===== config.mk =====
export PLATFORM = sky130hd
export DESIGN_NAME = pulse_accum
export DESIGN_NICKNAME = d
export VERILOG_FILES = /design/src/rtl/pulse_accum.sv
export SDC_FILE = /design/constraint.sdc
export NUM_CORES = 1
export LEC_CHECK = 0
export BUFFER_PORTS_ARGS = -buffer_cell sky130_fd_sc_hd__buf_2
export CAP_MARGIN = 30
export CELL_PAD_IN_SITES_DETAIL_PLACEMENT = 1
export CELL_PAD_IN_SITES_GLOBAL_PLACEMENT = 2
export CORE_MARGIN = 4
export CORE_UTILIZATION = 31
export CTS_BUF_LIST = sky130_fd_sc_hd__clkbuf_2
export DETAILED_ROUTE_END_ITERATION = 10
export PLACE_DENSITY_LB_ADDON = 0.12
export SLEW_MARGIN = 20
export SYNTH_ARGS = -nofsm -noshare
export SYNTH_HDL_FRONTEND = slang
export SYNTH_SLANG_ARGS = --single-unit
export TNS_END_PERCENT = 20

===== constraint.sdc =====
create_clock -name clk -period 1.5 [get_ports clk]
set_input_delay 0.225 -clock clk [delete_from_list [all_inputs] [get_ports clk]]
set_output_delay 0.225 -clock clk [all_outputs]
set_load 0.01 [all_outputs]

===== src/rtl/pulse_accum.sv =====
module pulse_accum (
  input  logic        clk,
  input  logic        rst_n,
  input  logic        tick,
  input  logic        pin_in,
  input  logic        gated_mode,
  input  logic        active_low,
  input  logic        fast_clr_en,
  input  logic        rd_en,
  input  logic        wr_en,
  input  logic        word_acc,
  input  logic [1:0]  addr,
  input  logic [15:0] wdata,
  output logic [15:0] rdata
);
  localparam logic [1:0] A_FLAG = 2'd0;
  localparam logic [1:0] A_HI   = 2'd2;
  localparam logic [1:0] A_LO   = 2'd3;

  logic        s1, s2, prev;
  logic [15:0] cnt_q;
  logic [7:0]  shadow;
  logic        shv, ovf_q, pif_q;

  always_ff @(posedge clk or negedge rst_n)
    if (!rst_n) {s1, s2, prev} <= 3'b000;
    else        {s1, s2, prev} <= {pin_in, s1, s2};

  wire rise       = s2 & ~prev;
  wire fall       = ~s2 & prev;
  wire gate_on    = active_low ? ~s2 : s2;
  wire lead_edge  = active_low ? fall : rise;
  wire trail_edge = active_low ? rise : fall;

  wire inc     = gated_mode ? (tick & gate_on) : lead_edge;
  wire pif_set = gated_mode ? trail_edge : lead_edge;

  wire cnt_sel = (addr == A_HI) | (addr == A_LO);
  wire cnt_wr  = wr_en & cnt_sel;
  wire cnt_acc = (rd_en | wr_en) & cnt_sel;
  wire hi_rd   = rd_en & ~word_acc & (addr == A_HI);
  wire lo_rd   = rd_en & ~word_acc & (addr == A_LO);
  wire flag_wr = wr_en & (addr == A_FLAG);
  wire fclr    = fast_clr_en & cnt_acc;

  wire ovf_set = inc & ~cnt_wr & (cnt_q == 16'hFFFF);
  wire ovf_clr = fclr | (flag_wr & wdata[1]);
  wire pif_clr = fclr | (flag_wr & wdata[0]);

  always_ff @(posedge clk or negedge rst_n)
    if (!rst_n) cnt_q <= '0;
    else if (cnt_wr) begin
      if (addr == A_HI && word_acc) cnt_q <= wdata;
      else if (addr == A_HI)        cnt_q[15:8] <= wdata[7:0];
      else                          cnt_q[7:0]  <= wdata[7:0];
    end
    else if (inc) cnt_q <= cnt_q + 16'd1;

  always_ff @(posedge clk or negedge rst_n)
    if (!rst_n) begin
      ovf_q <= 1'b0;
      pif_q <= 1'b0;
    end else begin
      ovf_q <= ovf_set | (ovf_q & ~ovf_clr);
      pif_q <= pif_set | (pif_q & ~pif_clr);
    end

  always_ff @(posedge clk or negedge rst_n)
    if (!rst_n) begin
      shadow <= '0;
      shv    <= 1'b0;
    end else if (hi_rd) begin
      shadow <= cnt_q[7:0];
      shv    <= 1'b1;
    end else if (lo_rd | cnt_wr) begin
      shv    <= 1'b0;
    end

  always_comb begin
    case (addr)
      A_FLAG:  rdata = {14'd0, ovf_q, pif_q};
      A_HI:    rdata = word_acc ? cnt_q : {8'd0, cnt_q[15:8]};
      A_LO:    rdata = {8'd0, shv ? shadow : cnt_q[7:0]};
      default: rdata = '0;
    endcase
  end


  wrap_ovf_chk: assert property (@(posedge clk) disable iff (!rst_n)
    (inc && !cnt_wr && cnt_q == 16'hFFFF) |=> (cnt_q == 16'd0 && ovf_q));


  pif_set_wins_chk: assert property (@(posedge clk) disable iff (!rst_n)
    pif_set |=> pif_q);


  ovf_w1c_chk: assert property (@(posedge clk) disable iff (!rst_n)
    (wr_en && addr == A_FLAG && wdata[1] && !ovf_set) |=> !ovf_q);


  gate_hold_chk: assert property (@(posedge clk) disable iff (!rst_n)
    (gated_mode && !(tick && gate_on) && !cnt_wr) |=> $stable(cnt_q));


  fast_clr_chk: assert property (@(posedge clk) disable iff (!rst_n)
    (fast_clr_en && cnt_acc && !ovf_set && !pif_set) |=> (!ovf_q && !pif_q));


  shadow_cap_chk: assert property (@(posedge clk) disable iff (!rst_n)
    hi_rd |=> (shv && shadow == $past(cnt_q[7:0])));
endmodule


-- Word level (Yosys, flattened, before mapping)
Cells that the tools add are included.
- output and inout bits: 16
- bits of input ports: 28
- word-level logic and storage cells: 65
- register bits: 30
- reductions and logical operators: 6
- bitwise gates (word level): 29
- eq/ne operators: 5
- add/sub/neg operators: 1
- muxes and demuxes: 15
- operators with widths (operator ; number):
    $mux W16 ; 4
    $pmux W16 S3 ; 1
    $mux W8 ; 3
    $add A16 B1 Y16 const B ; 1
    $and A1 B1 Y1 ; 16
    $eq A16 B16 Y1 const B ; 1
    $mux W1 ; 7
    $or A1 B1 Y1 ; 7
    $not A1 Y1 ; 6
    $eq A2 B2 Y1 const B ; 2
    $reduce_and A2 Y1 ; 2
    $reduce_bool A2 Y1 ; 2
    $ne A3 B1 Y1 const B ; 1
    $ne A3 B2 Y1 const B ; 1
    $logic_not A2 Y1 ; 1
    $logic_and A1 B1 Y1 ; 1

-- Longest topological paths before layout
Gate-level depths: netlist of the first run.
- word-level depth: 8
- gate-level depth with buffers: 8
- gate-level depth less buffers: 6

-- Least setup slack after synthesis of the first run
No wires, ideal clock.
- path type: register -> register
- start point: reg prev
- end point: reg cnt_q[12]
- library setup time: 0.073 ns
- slack: -0.001 ns
- path buffers: 1
- arrival time: 1.428 ns
- stages on the path, launching flop included: 7
- data required time: 1.427 ns
- clock period less this slack: 1.501 ns
- cell sequence: dfrtp_1 > or2_2 > a211o_1 > o211ai_2 > buf_6 > a21oi_2 > a21oi_2
- cells in the longest elaborated chain, start to end: 6
- elaborated cells between the ends (all ways): 7
- classes of those cells: mux: 2; bitwise: 3; reduce/logical: 2
- ends and longest elaborated chain (what ; line ; RTL):
    start, declared ; 20 ; logic s1, s2, prev;
    start signal, assigned ; 27 ; else {s1, s2, prev} <= {pin_in, s1, s2};
    $not A1 Y1 ; 29 ; wire rise = s2 & ~prev;
    $and A1 B1 Y1 ; 29 ;
    $mux W1 * ; 32 ; wire lead_edge = active_low ? fall : rise;
    $mux W1 * ; 35 ; wire inc = gated_mode ? (tick & gate_on) : lead_edge;
    $reduce_bool A2 Y1 (no line) * ; n/a ;
    $reduce_and A2 Y1 (no line) * ; n/a ;
    end signal, assigned ; 53 ; if (addr == A_HI && word_acc) cnt_q <= wdata;
    end signal, assigned ; 54 ; else if (addr == A_HI) cnt_q[15:8] <= wdata[7:0];
    end signal, assigned ; 57 ; else if (inc) cnt_q <= cnt_q + 16'd1;
    end, declared ; 21 ; logic [15:0] cnt_q;
Every way passes the cells marked *; elsewhere a longest branch is shown, timed or not.
A chain may end at the register's enable or synchronous reset.

-- Worst setup path after layout of the first run
- start point: reg cnt_q[7]
- end point: out rdata[7]
- cells in the longest elaborated chain, start to end: 2
- elaborated cells between the ends (all ways): 3
- classes of those cells: mux: 3
- ends and longest elaborated chain (what ; line ; RTL):
    start signal, assigned ; 53 ;
    start signal, assigned ; 55 ; else cnt_q[7:0] <= wdata[7:0];
    start signal, assigned ; 57 ;
    $mux W8 / $mux W16 (equally long branches) ; 83, 82 ;
    $pmux W16 S3 * ; 80 ; case (addr)
    end, declared ; 14 ; output logic [15:0] rdata
Marks and branches as above.

==> flow_summary.toml, run 1 <==
[outcome]
outcome = "finished, violations left"
failed_checks = "negative setup slack"

[placement]
place.port_buffers = 43
dp_hpwl_mm = 5.89
dp.cells = 411
gp_routability_congestion = 0.827
placement.cell_area_mm2 = 0.00283

[die]
initial_utilization_pct = 32.2
ioPinCount = 44
die_area_mm2 = 0.00850
core.rowCount = 30
die_span_x_um = 92.2
dieHeight_um = 92.2
core_mm2 = 0.00683

[logic_synthesis]
post-synth-top-count-cell = "sky130_fd_sc_hd__nand2_1"
synth_enable_flop_cells = 0
asyncSetResetFlopFracSynth_pct = 100
syn_nets = 271
synth_flop_cell = "sky130_fd_sc_hd__dfrtp_1"
synth.lib_cells_used.distinct = 48
yosysSeqAreaShare_pct = 34.1
synth_seq_cells = 30
synth_area_leader_cell = "sky130_fd_sc_hd__dfrtp_1"
synthesis.area_per_instance_um2 = 9.08
netlist.area_leader.share_pct = 34.1
synth.yosys.warnings = 0
synth_area_mm2 = 0.00220
yosys-top-cells-area = "sky130_fd_sc_hd__dfrtp_1, sky130_fd_sc_hd__mux2_2, sky130_fd_sc_hd__nand2_1"
synth.cells.most_frequent = "sky130_fd_sc_hd__nand2_1, sky130_fd_sc_hd__dfrtp_1, sky130_fd_sc_hd__mux2_2, sky130_fd_sc_hd__mux2i_1, sky130_fd_sc_hd__nor2_1"
synthCells = 242

[global_routing]
wire_length_of_the_first_global_routing_pass_mm = 12.4
vias_in_the_first_global_route = 2398
grtUsageTotal_pct = 18.8
overflow = 0
grt_antenna_before_repair = 0
grt_start_max_net_pins = 31

[worst_hold_path]
hold_path_depth = 3
hp-class = "in -> reg"
hold-path-endpoint = "cnt_q[5]$_DFFE_PN0P_"
worst_hold_startpoint = "wdata[5]"

[timing]
timing_max_transition_violations_final = 0
final.setup.worst_slack_ns = -0.276
report.final.hold_viol_count = 0
fin_crit_ns = 1.78
clock-skew-final_ns = 0.00974
part_of_the_cycle_the_worst_path_needs_pct = 118
grt_setup_unrepaired = "yes"
worst_pin_slew_ns = 0.426
timing.hold.ws_ns = 0.142
max_freq_ghz = 0.563
setup_viol = 17
slew_headroom_pct = 71.6

[pwr]
clk_network_pwr_share_pct = 13.3
switching_part_of_the_total_power_pct = 37.0
total_leakage_power_nw = 1.52
register_share_of_total_power_pct = 36.2
power.net_switching_mw = 1.17
vdd.ir_drop.worst_v = 0.000383
cell_internal_pwr_mw = 1.99
cellPowerDensity_mw_per_mm2 = 960
combPwrFrac_pct = 50.5

[finish]
finalInstanceArea_mm2 = 0.00329
finish.utilization_pct = 48.2
design.final.nets = 370
non_filler_cells_final = 438
syn_to_final_growth_pct = 49.7
drive_above_1_share_pct = 52.3
antenna-diode-count = 0

[worst_setup_path]
critical_path.max_stage_delay_ns = 0.43
rr_worst_depth = 7
ff2ff_setup_slack_ns = -0.15
worst_ep_required_time_ns = 1.27
timing.critical_path.from_type = "flop"
cpMaxStageDelayCell = "sky130_fd_sc_hd__dfrtp_1"
critPathArrivalTime_ns = 1.55
reg2reg_to = "cnt_q[15]$_DFFE_PN0P_"
crit_chain = "buf_6 -> mux2_4 -> o211a_1 -> buf_2"
rr_startpoint = "cnt_q[0]$_DFFE_PN0P_"
setup.worst_path.end_class = "output pin"
critical_path_class = "reg -> out"
worstPathMaxFanout = 5

[drt]
drt-total-wl_mm = 7.81
drt.antenna.violating_nets = 0
post_dr_wirelength_cell_um = 17.8
viasPerCell = 5.18
route.detailed.drc = 0
detail_route.iter0.violations = 89
route.vias.total = 2269
detail_route.first_pass.iterations = 4

[clocking]
clkLatencyLatePin_ns = 0.39
total_number_of_clock_tree_sinks = 30
tritoncts = "yes"
clk_path_buf_depth = 2
tritoncts.num_buffers = 5
clkSlewWorstSetupHoldPaths_ns = 0.17
htreeDepth = 2
cts-root-buf = "sky130_fd_sc_hd__clkbuf_2"

[job]
drv_cap = 0
-- per-layer routing --
layer	GRT usage, %	wire [um]	share of wire (%)	up-vias
met5	0	0	0	-
met4	4.58	76	0.97	0
met3	3.69	255	3.3	7
met2	30.2	3760	48	44
met1	26.0	3730	48	1124
li1	-	-	-	1094
-- sequential cells by signal, indices dropped and copies added, names as in the netlist --
signal  cells
cnt_q      16
shadow      8
ovf_q       1
pif_q       1
prev        1
s1          1
s2          1
shv         1
-- layout by cell type (no fill, tap or decap), drive strengths merged, types with 9 or more instances in the layout --
| cell type | count |
|---|---|
| mux2i | 13 |
| nand3 | 9 |
| nor2 | 12 |
| a21oi | 16 |
| o21ai | 16 |
| and3 | 11 |
| mux2 | 20 |
| buf | 109 |
| dfrtp | 30 |
| nand2 | 36 |
-- worst max-delay path, delay by kind of cell (launching register included) --
kind | cells | cell delay (ns)
buf+inv | 2 | 0.27
flops | 1 | 0.43
compound gates | 1 | 0.22
mux | 1 | 0.25
-- power groups by stage --
stage	clock network, mW	logic [mW]	registers (mW)
3_5_place_dp	0	1.23	1.16
4_1_cts	0.434	1.43	1.14
3_3_place_gp	0	1.21	1.16
2_1_floorplan	0	0.674	1.14
6_report	0.420	1.60	1.14
5_1_grt	0.478	1.73	1.16
-- logic make-up (layout without fill, tap and decap cells) --
kind of cell / count (synthesis) / after routing / share of synthesized area, %
buf+inv: 20 / 120 / 4.72
simple gates: 89 / 89 / 20.0
flops: 30 / 30 / 34.1
fa+ha+maj: 1 / 1 / 0.569
compound gates: 68 / 68 / 24.0
mux: 33 / 33 / 16.2
xor+xnor: 1 / 1 / 0.398
-- how the worst max path moves through the flow --
stage | end | depth (start not counted) | startpoint
after floorplan | cnt_q[0]$_DFFE_PN0P_ | 4 | prev$_DFF_PN0_
after global routing | rdata[3] | 4 | cnt_q[11]$_DFFE_PN0P_
after detailed placement | cnt_q[15]$_DFFE_PN0P_ | 5 | cnt_q[3]$_DFFE_PN0P_
after global placement | cnt_q[9]$_DFFE_PN0P_ | 6 | addr[0]
final | rdata[7] | 4 | cnt_q[7]$_DFFE_PN0P_
after CTS | rdata[7] | 4 | cnt_q[7]$_DFFE_PN0P_
-- metrics by stage --
step           setup slack, ns  power (mW)  setup TNS [ns]
3_5_place_dp            -0.139        2.39          -0.989
6_report                -0.276        3.16           -2.27
5_1_grt                 -0.386        3.37           -4.13
3_3_place_gp           -0.0708        2.37          -0.623
2_1_floorplan           0.0216        1.82               0
4_1_cts                 -0.286        3.01           -3.29
-- cell type report --
class	count	area (um^2)
clock inverter	2	8.76
sequential	30	752
multi-input combinational	192	1510
fill	812	3540
tap	96	120
timing repair buffer	111	870
clock buffer	6	30.0
inverter	1	3.75
-- what timing repair did --
action / 4_1_cts / 5_1_grt
endpoints found under the setup margin: 28 / 31
gates resized for setup: 27 / 43
hold endpoints to repair: 31 / 0
buffers inserted: 8 / 9
pin swaps: 4 / 10
hold buffers: 2 / 0
Power figures use the tool's default switching activity.
==> inputs of run 2 (changes only) <==
--- a/config.mk
+++ b/config.mk
@@ -14,6 +14,7 @@
 export CTS_BUF_LIST = sky130_fd_sc_hd__clkbuf_2
 export DETAILED_ROUTE_END_ITERATION = 10
 export PLACE_DENSITY_LB_ADDON = 0.12
+export SKIP_CTS_REPAIR_TIMING = 1
 export SLEW_MARGIN = 20
 export SYNTH_ARGS = -nofsm -noshare
 export SYNTH_HDL_FRONTEND = slang
==> flow_summary.toml, run 2 (synthesized netlist as in run 1, its figures left out) <==
[outcome]
outcome = "finished, violations left"
failed_checks = "negative setup slack"

[drt]
route.detailed.drc = 0
wl_met1_mm = 3.60
highest-signal-layer = "met4"
drt.antenna.violating_nets = 0
detail_route.first_pass.iterations = 4
metal3_wl_um = 258
post_dr_wirelength_cell_um = 17.5
detail_route.iter0.violations = 93
route.vias.total = 2243
route.met2.wl_mm = 3.64
viasPerCell = 5.19
drt-total-wl_mm = 7.57

[timing]
final.setup.worst_slack_ns = -0.326
part_of_the_cycle_the_worst_path_needs_pct = 122
timing_max_transition_violations_final = 0
grt_setup_unrepaired = "yes"
slew_headroom_pct = 72.4
report.final.hold_viol_count = 0
clock-skew-final_ns = 0.0118
fin_setup_tns_ns = -2.40
fin_crit_ns = 1.83
worst_pin_slew_ns = 0.415
setup_viol = 19
max_freq_ghz = 0.548

[pwr]
power.net_switching_mw = 1.11
cell_internal_pwr_mw = 1.90
total_leakage_power_nw = 1.48
clk_network_pwr_share_pct = 14.0
vdd.ir_drop.worst_v = 0.000381
switching_part_of_the_total_power_pct = 37.0
register_share_of_total_power_pct = 38.2
cellPowerDensity_mw_per_mm2 = 944
combPwrFrac_pct = 47.8

[worst_setup_path]
critPathBufInv = 2
critical_path.max_stage_delay_ns = 0.48
cpMaxStageDelayCell = "sky130_fd_sc_hd__dfrtp_2"
rr_startpoint = "cnt_q[2]$_DFFE_PN0P_"
timing.critical_path.from_type = "flop"
worstPathMaxFanout = 6
setup.worst_path.end_class = "output pin"
critical_path_class = "reg -> out"
reg2reg_to = "cnt_q[15]$_DFFE_PN0P_"
critPathTopFamily = "flip-flops"
worst_ep_required_time_ns = 1.27
rr_worst_depth = 6
ff2ff_setup_slack_ns = -0.18
crit_chain = "buf_6 -> mux2_4 -> o211a_1 -> buf_2"
critPathArrivalTime_ns = 1.60

[placement]
dp.cells = 411
place.port_buffers = 43
pre_cts_ws_ns = -0.139
gp_routability_congestion = 0.827
dp_hpwl_mm = 5.89

[finish]
fillers = 808
highest_count_cells_in_the_layout_ignoring_fill_and_taps = "sky130_fd_sc_hd__buf_4, sky130_fd_sc_hd__buf_2, sky130_fd_sc_hd__nand2_1"
design.final.nets = 364
top_register = "cnt_q"
antenna-diode-count = 0
syn_to_final_growth_pct = 45.2
registers_with_the_most_flip_flops = "cnt_q x16, shadow x8"
non_filler_cells_final = 432
largest_reg_flops = 16
commonest_non_fill_non_tap_cell_in_the_layout = "sky130_fd_sc_hd__buf_4"
drive_above_1_share_pct = 50.6

[die]
die_area_mm2 = 0.00850
dieHeight_um = 92.2
die_span_x_um = 92.2
initial_utilization_pct = 32.2
core_mm2 = 0.00683
ioPinCount = 44
core.rowCount = 30

[worst_hold_path]
hold_path_depth = 3
hp-class = "in -> reg"
hold-path-endpoint = "cnt_q[5]$_DFFE_PN0P_"
worst_hold_startpoint = "wdata[5]"

[clocking]
htreeDepth = 2
cts-root-buf = "sky130_fd_sc_hd__clkbuf_2"
total_number_of_clock_tree_sinks = 30
clkLatencyLatePin_ns = 0.39
clkSlewWorstSetupHoldPaths_ns = 0.16
tritoncts = "yes"
clk_path_buf_depth = 2
tritoncts.num_buffers = 5

[global_routing]
vias_in_the_first_global_route = 2296
overflow = 0
grt_antenna_before_repair = 0
wire_length_of_the_first_global_routing_pass_mm = 12.0
grtUsageTotal_pct = 18.1
grt_start_max_net_pins = 31

[job]
drv_cap = 0
-- run 2: cell types whose count changed in the layout (fill, tap and decap cells not counted), sizes merged --
cell | before | now
buf | 109 | 103
-- run 2: final cells by class --
cell class                 instances  area, um^2  area share [%]
inverter                           1        3.75           0.118
tap                               96         120            3.76
clock inverter                     2        8.76           0.274
multi-input combinational        192        1470            46.2
clock buffer                       6        30.0           0.941
timing repair buffer             105         802            25.1
sequential                        30         753            23.6
-- run 2: routing by layer --
layer	GRT usage, %	vias to the layer above
met2	29.1	41
met3	3.36	7
met1	25.3	1110
met4	4.08	0
li1	-	1085
met5	0	-
-- run 2: worst max-delay path by stage --
stage / startpoint / end / cells past startpoint
floorplan: prev$_DFF_PN0_ / cnt_q[0]$_DFFE_PN0P_ / 4
global placement: addr[0] / cnt_q[9]$_DFFE_PN0P_ / 6
detailed placement: cnt_q[3]$_DFFE_PN0P_ / cnt_q[15]$_DFFE_PN0P_ / 5
CTS: shv$_DFFE_PN0P_ / rdata[6] / 4
global route: cnt_q[3]$_DFFE_PN0P_ / rdata[3] / 4
finish: cnt_q[3]$_DFFE_PN0P_ / rdata[3] / 4
-- run 2: metrics by stage --
step           total power [mW]  cell area [um^2]  utilization (%)  hold WS, ns
2_1_floorplan              1.82              2200                -      -0.0706
3_3_place_gp               2.37              2830             41.4        0.282
3_5_place_dp               2.39              2830             41.4        0.279
4_1_cts                    2.81              2870             41.9       -0.160
5_1_grt                    3.22              3190             46.7        0.132
6_report                   3.01              3190             46.7        0.139
-- run 2: power groups by stage --
stage	clock, mW	sequential (mW)	combinational (mW)
after global placement	0	1.16	1.21
after floorplan	0	1.14	0.674
after global routing	0.478	1.17	1.57
final	0.422	1.15	1.44
after detailed placement	0	1.16	1.23
after CTS	0.434	1.15	1.23
-- run 2: tightest hold or removal path: stages --
cell                      delay (ns)
sky130_fd_sc_hd__buf_2          0.10
sky130_fd_sc_hd__a21oi_1        0.06
sky130_fd_sc_hd__o21ai_1        0.12
==> inputs of run 3 (changes only) <==
--- a/config.mk
+++ b/config.mk
@@ -10,7 +10,7 @@
 export CELL_PAD_IN_SITES_DETAIL_PLACEMENT = 1
 export CELL_PAD_IN_SITES_GLOBAL_PLACEMENT = 2
 export CORE_MARGIN = 4
-export CORE_UTILIZATION = 31
+export CORE_UTILIZATION = 37
 export CTS_BUF_LIST = sky130_fd_sc_hd__clkbuf_2
 export DETAILED_ROUTE_END_ITERATION = 10
 export PLACE_DENSITY_LB_ADDON = 0.12
==> constraint.sdc (replaced) <==
create_clock -name clk -period 2.21 [get_ports clk]
set_input_delay 0.3315 -clock clk [delete_from_list [all_inputs] [get_ports clk]]
set_output_delay 0.3315 -clock clk [all_outputs]
set_load 0.01 [all_outputs]
==> flow_summary.toml, run 3 (synthesized netlist as in run 1, its figures left out) <==
[worst_setup_path]
rr_worst_depth = 5
setup.worst_path.end_class = "output pin"
timing.critical_path.from_type = "flop"
ff2ff_setup_slack_ns = 0.36
worst_ep_required_time_ns = 1.88
critPathArrivalTime_ns = 1.61
worstPathMaxFanout = 9
critical_path_class = "reg -> out"
rr_startpoint = "prev$_DFF_PN0_"
reg2reg_to = "cnt_q[15]$_DFFE_PN0P_"

[finish]
top_register = "cnt_q"
antenna-diode-count = 0
fillers = 675
syn_to_final_growth_pct = 15.0
drive_above_1_share_pct = 33.7
registers_with_the_most_flip_flops = "cnt_q x16, shadow x8"
largest_reg_flops = 16
design.final.nets = 313
multi_input_area_mm2 = 0.00134
seq_area_um2 = 751
non_filler_cells_final = 357
highest_count_cells_in_the_layout_ignoring_fill_and_taps = "sky130_fd_sc_hd__buf_2, sky130_fd_sc_hd__nand2_1, sky130_fd_sc_hd__dfrtp_1"
commonest_non_fill_non_tap_cell_in_the_layout = "sky130_fd_sc_hd__buf_2"

[die]
dieHeight_um = 85.1
ioPinCount = 44
die_span_x_um = 85.1
core.rowCount = 27
initial_utilization_pct = 39.0
die_area_mm2 = 0.00724
core_mm2 = 0.00564

[clocking]
cts-root-buf = "sky130_fd_sc_hd__clkbuf_2"
clkLatencyLatePin_ns = 0.38
clkSlewWorstSetupHoldPaths_ns = 0.17
htreeDepth = 2
tritoncts.num_buffers = 5
clk_path_buf_depth = 2
total_number_of_clock_tree_sinks = 30
tritoncts = "yes"

[timing]
clock-skew-final_ns = 0.0173
max_freq_ghz = 0.515
fin_crit_ns = 1.94
part_of_the_cycle_the_worst_path_needs_pct = 87.8
slew_headroom_pct = 48.7
fin_setup_tns_ns = 0
worst_pin_slew_ns = 0.767
setup_viol = 0
grt_setup_unrepaired = "no"
timing_max_transition_violations_final = 0
report.final.hold_viol_count = 0

[drt]
detail_route.iter0.violations = 95
drt.antenna.violating_nets = 0
metal3_wl_um = 332
route.detailed.drc = 0
detail_route.first_pass.iterations = 4
highest-signal-layer = "met4"
route.met2.wl_mm = 3.07
route.vias.total = 2021
viasPerCell = 5.66
wl_met1_mm = 3.29
drt-total-wl_mm = 6.80
post_dr_wirelength_cell_um = 19.0

[pwr]
vdd.ir_drop.worst_v = 0.000360
cellPowerDensity_mw_per_mm2 = 685
total_leakage_power_nw = 1.17

[worst_hold_path]
hold-path-endpoint = "cnt_q[5]$_DFFE_PN0P_"
worst_hold_startpoint = "wdata[5]"
hold_path_depth = 3
hp-class = "in -> reg"

[global_routing]
overflow = 0
vias_in_the_first_global_route = 2128
grt_antenna_before_repair = 0
grtUsageTotal_pct = 20.1
grt_start_max_net_pins = 31
wire_length_of_the_first_global_routing_pass_mm = 11.4

[placement]
place.port_buffers = 43
gp_routability_congestion = 0.793
dp_hpwl_mm = 5.24
dp.cells = 347

[job]
drv_cap = 0

[outcome]
outcome = "complete, no violations"
## run 3: cell count changes in the layout (fill, tap and decap cells not counted), moves of 4 or more
cell | previous run | this run
sky130_fd_sc_hd__buf_4 | 42 | 9
sky130_fd_sc_hd__and3_1 | 5 | 11
sky130_fd_sc_hd__and3_4 | 6 | 0
sky130_fd_sc_hd__buf_6 | 21 | 0
sky130_fd_sc_hd__mux2_2 | 15 | 20
sky130_fd_sc_hd__buf_2 | 38 | 43
sky130_fd_sc_hd__mux2_4 | 5 | 0
sky130_fd_sc_hd__o21ai_0 | 7 | 11
## run 3: area by class of cell
| type | instances | share of cell area (%) |
|---|---|---|
| well taps | 72 | 3.56 |
| inverters | 1 | 0.149 |
| multi-input cells | 192 | 53.2 |
| flip-flops and latches | 30 | 29.7 |
| clock buffers | 5 | 0.990 |
| clock inverters | 3 | 0.446 |
| repair buffers | 54 | 12.0 |
## run 3: layer usage
layer  global-route usage, %  vias up
met5                       0        -
met4                    5.90        0
met3                    3.79        8
met2                    32.1       50
met1                    27.6      984
li1                        -      979
## run 3: worst max path at each step
stage                    start                    end  slack [ns]  cells after the start
2_1_floorplan         word_acc               rdata[2]        0.63                      3
3_3_place_gp        gated_mode  cnt_q[15]$_DFFE_PN0P_        0.39                      6
3_5_place_dp        gated_mode  cnt_q[15]$_DFFE_PN0P_        0.34                      6
4_1_cts        shv$_DFFE_PN0P_               rdata[3]        0.24                      4
5_1_grt        shv$_DFFE_PN0P_               rdata[7]        0.11                      4
6_report       shv$_DFFE_PN0P_               rdata[3]        0.27                      4
## run 3: through the flow
stage	util, %	area [um^2]	total power [mW]	setup WS (ns)	hold slack, ns
6_report	44.8	2530	1.73	0.269	0.225
5_1_grt	44.8	2530	1.86	0.109	0.194
4_1_cts	44.4	2510	1.74	0.241	-0.0246
3_5_place_dp	43.8	2470	1.47	0.340	0.340
3_3_place_gp	43.8	2470	1.45	0.393	0.335
2_1_floorplan	-	2200	1.23	0.629	0.0359
## run 3: power by group
part           switching [mW]  internal, mW  total [mW]  leakage [nW]
logic                   0.297         0.302       0.599         0.783
clock network           0.203        0.0675       0.271        0.0255
registers               0.183         0.678       0.860         0.361
## run 3: worst max-delay path, cell delays in order (launching register included)
cell and delay [ns]:
sky130_fd_sc_hd__dfrtp_1 0.66, sky130_fd_sc_hd__mux2i_1 0.26, sky130_fd_sc_hd__nand2_1 0.07, sky130_fd_sc_hd__o211a_1 0.12
sky130_fd_sc_hd__buf_2 0.13
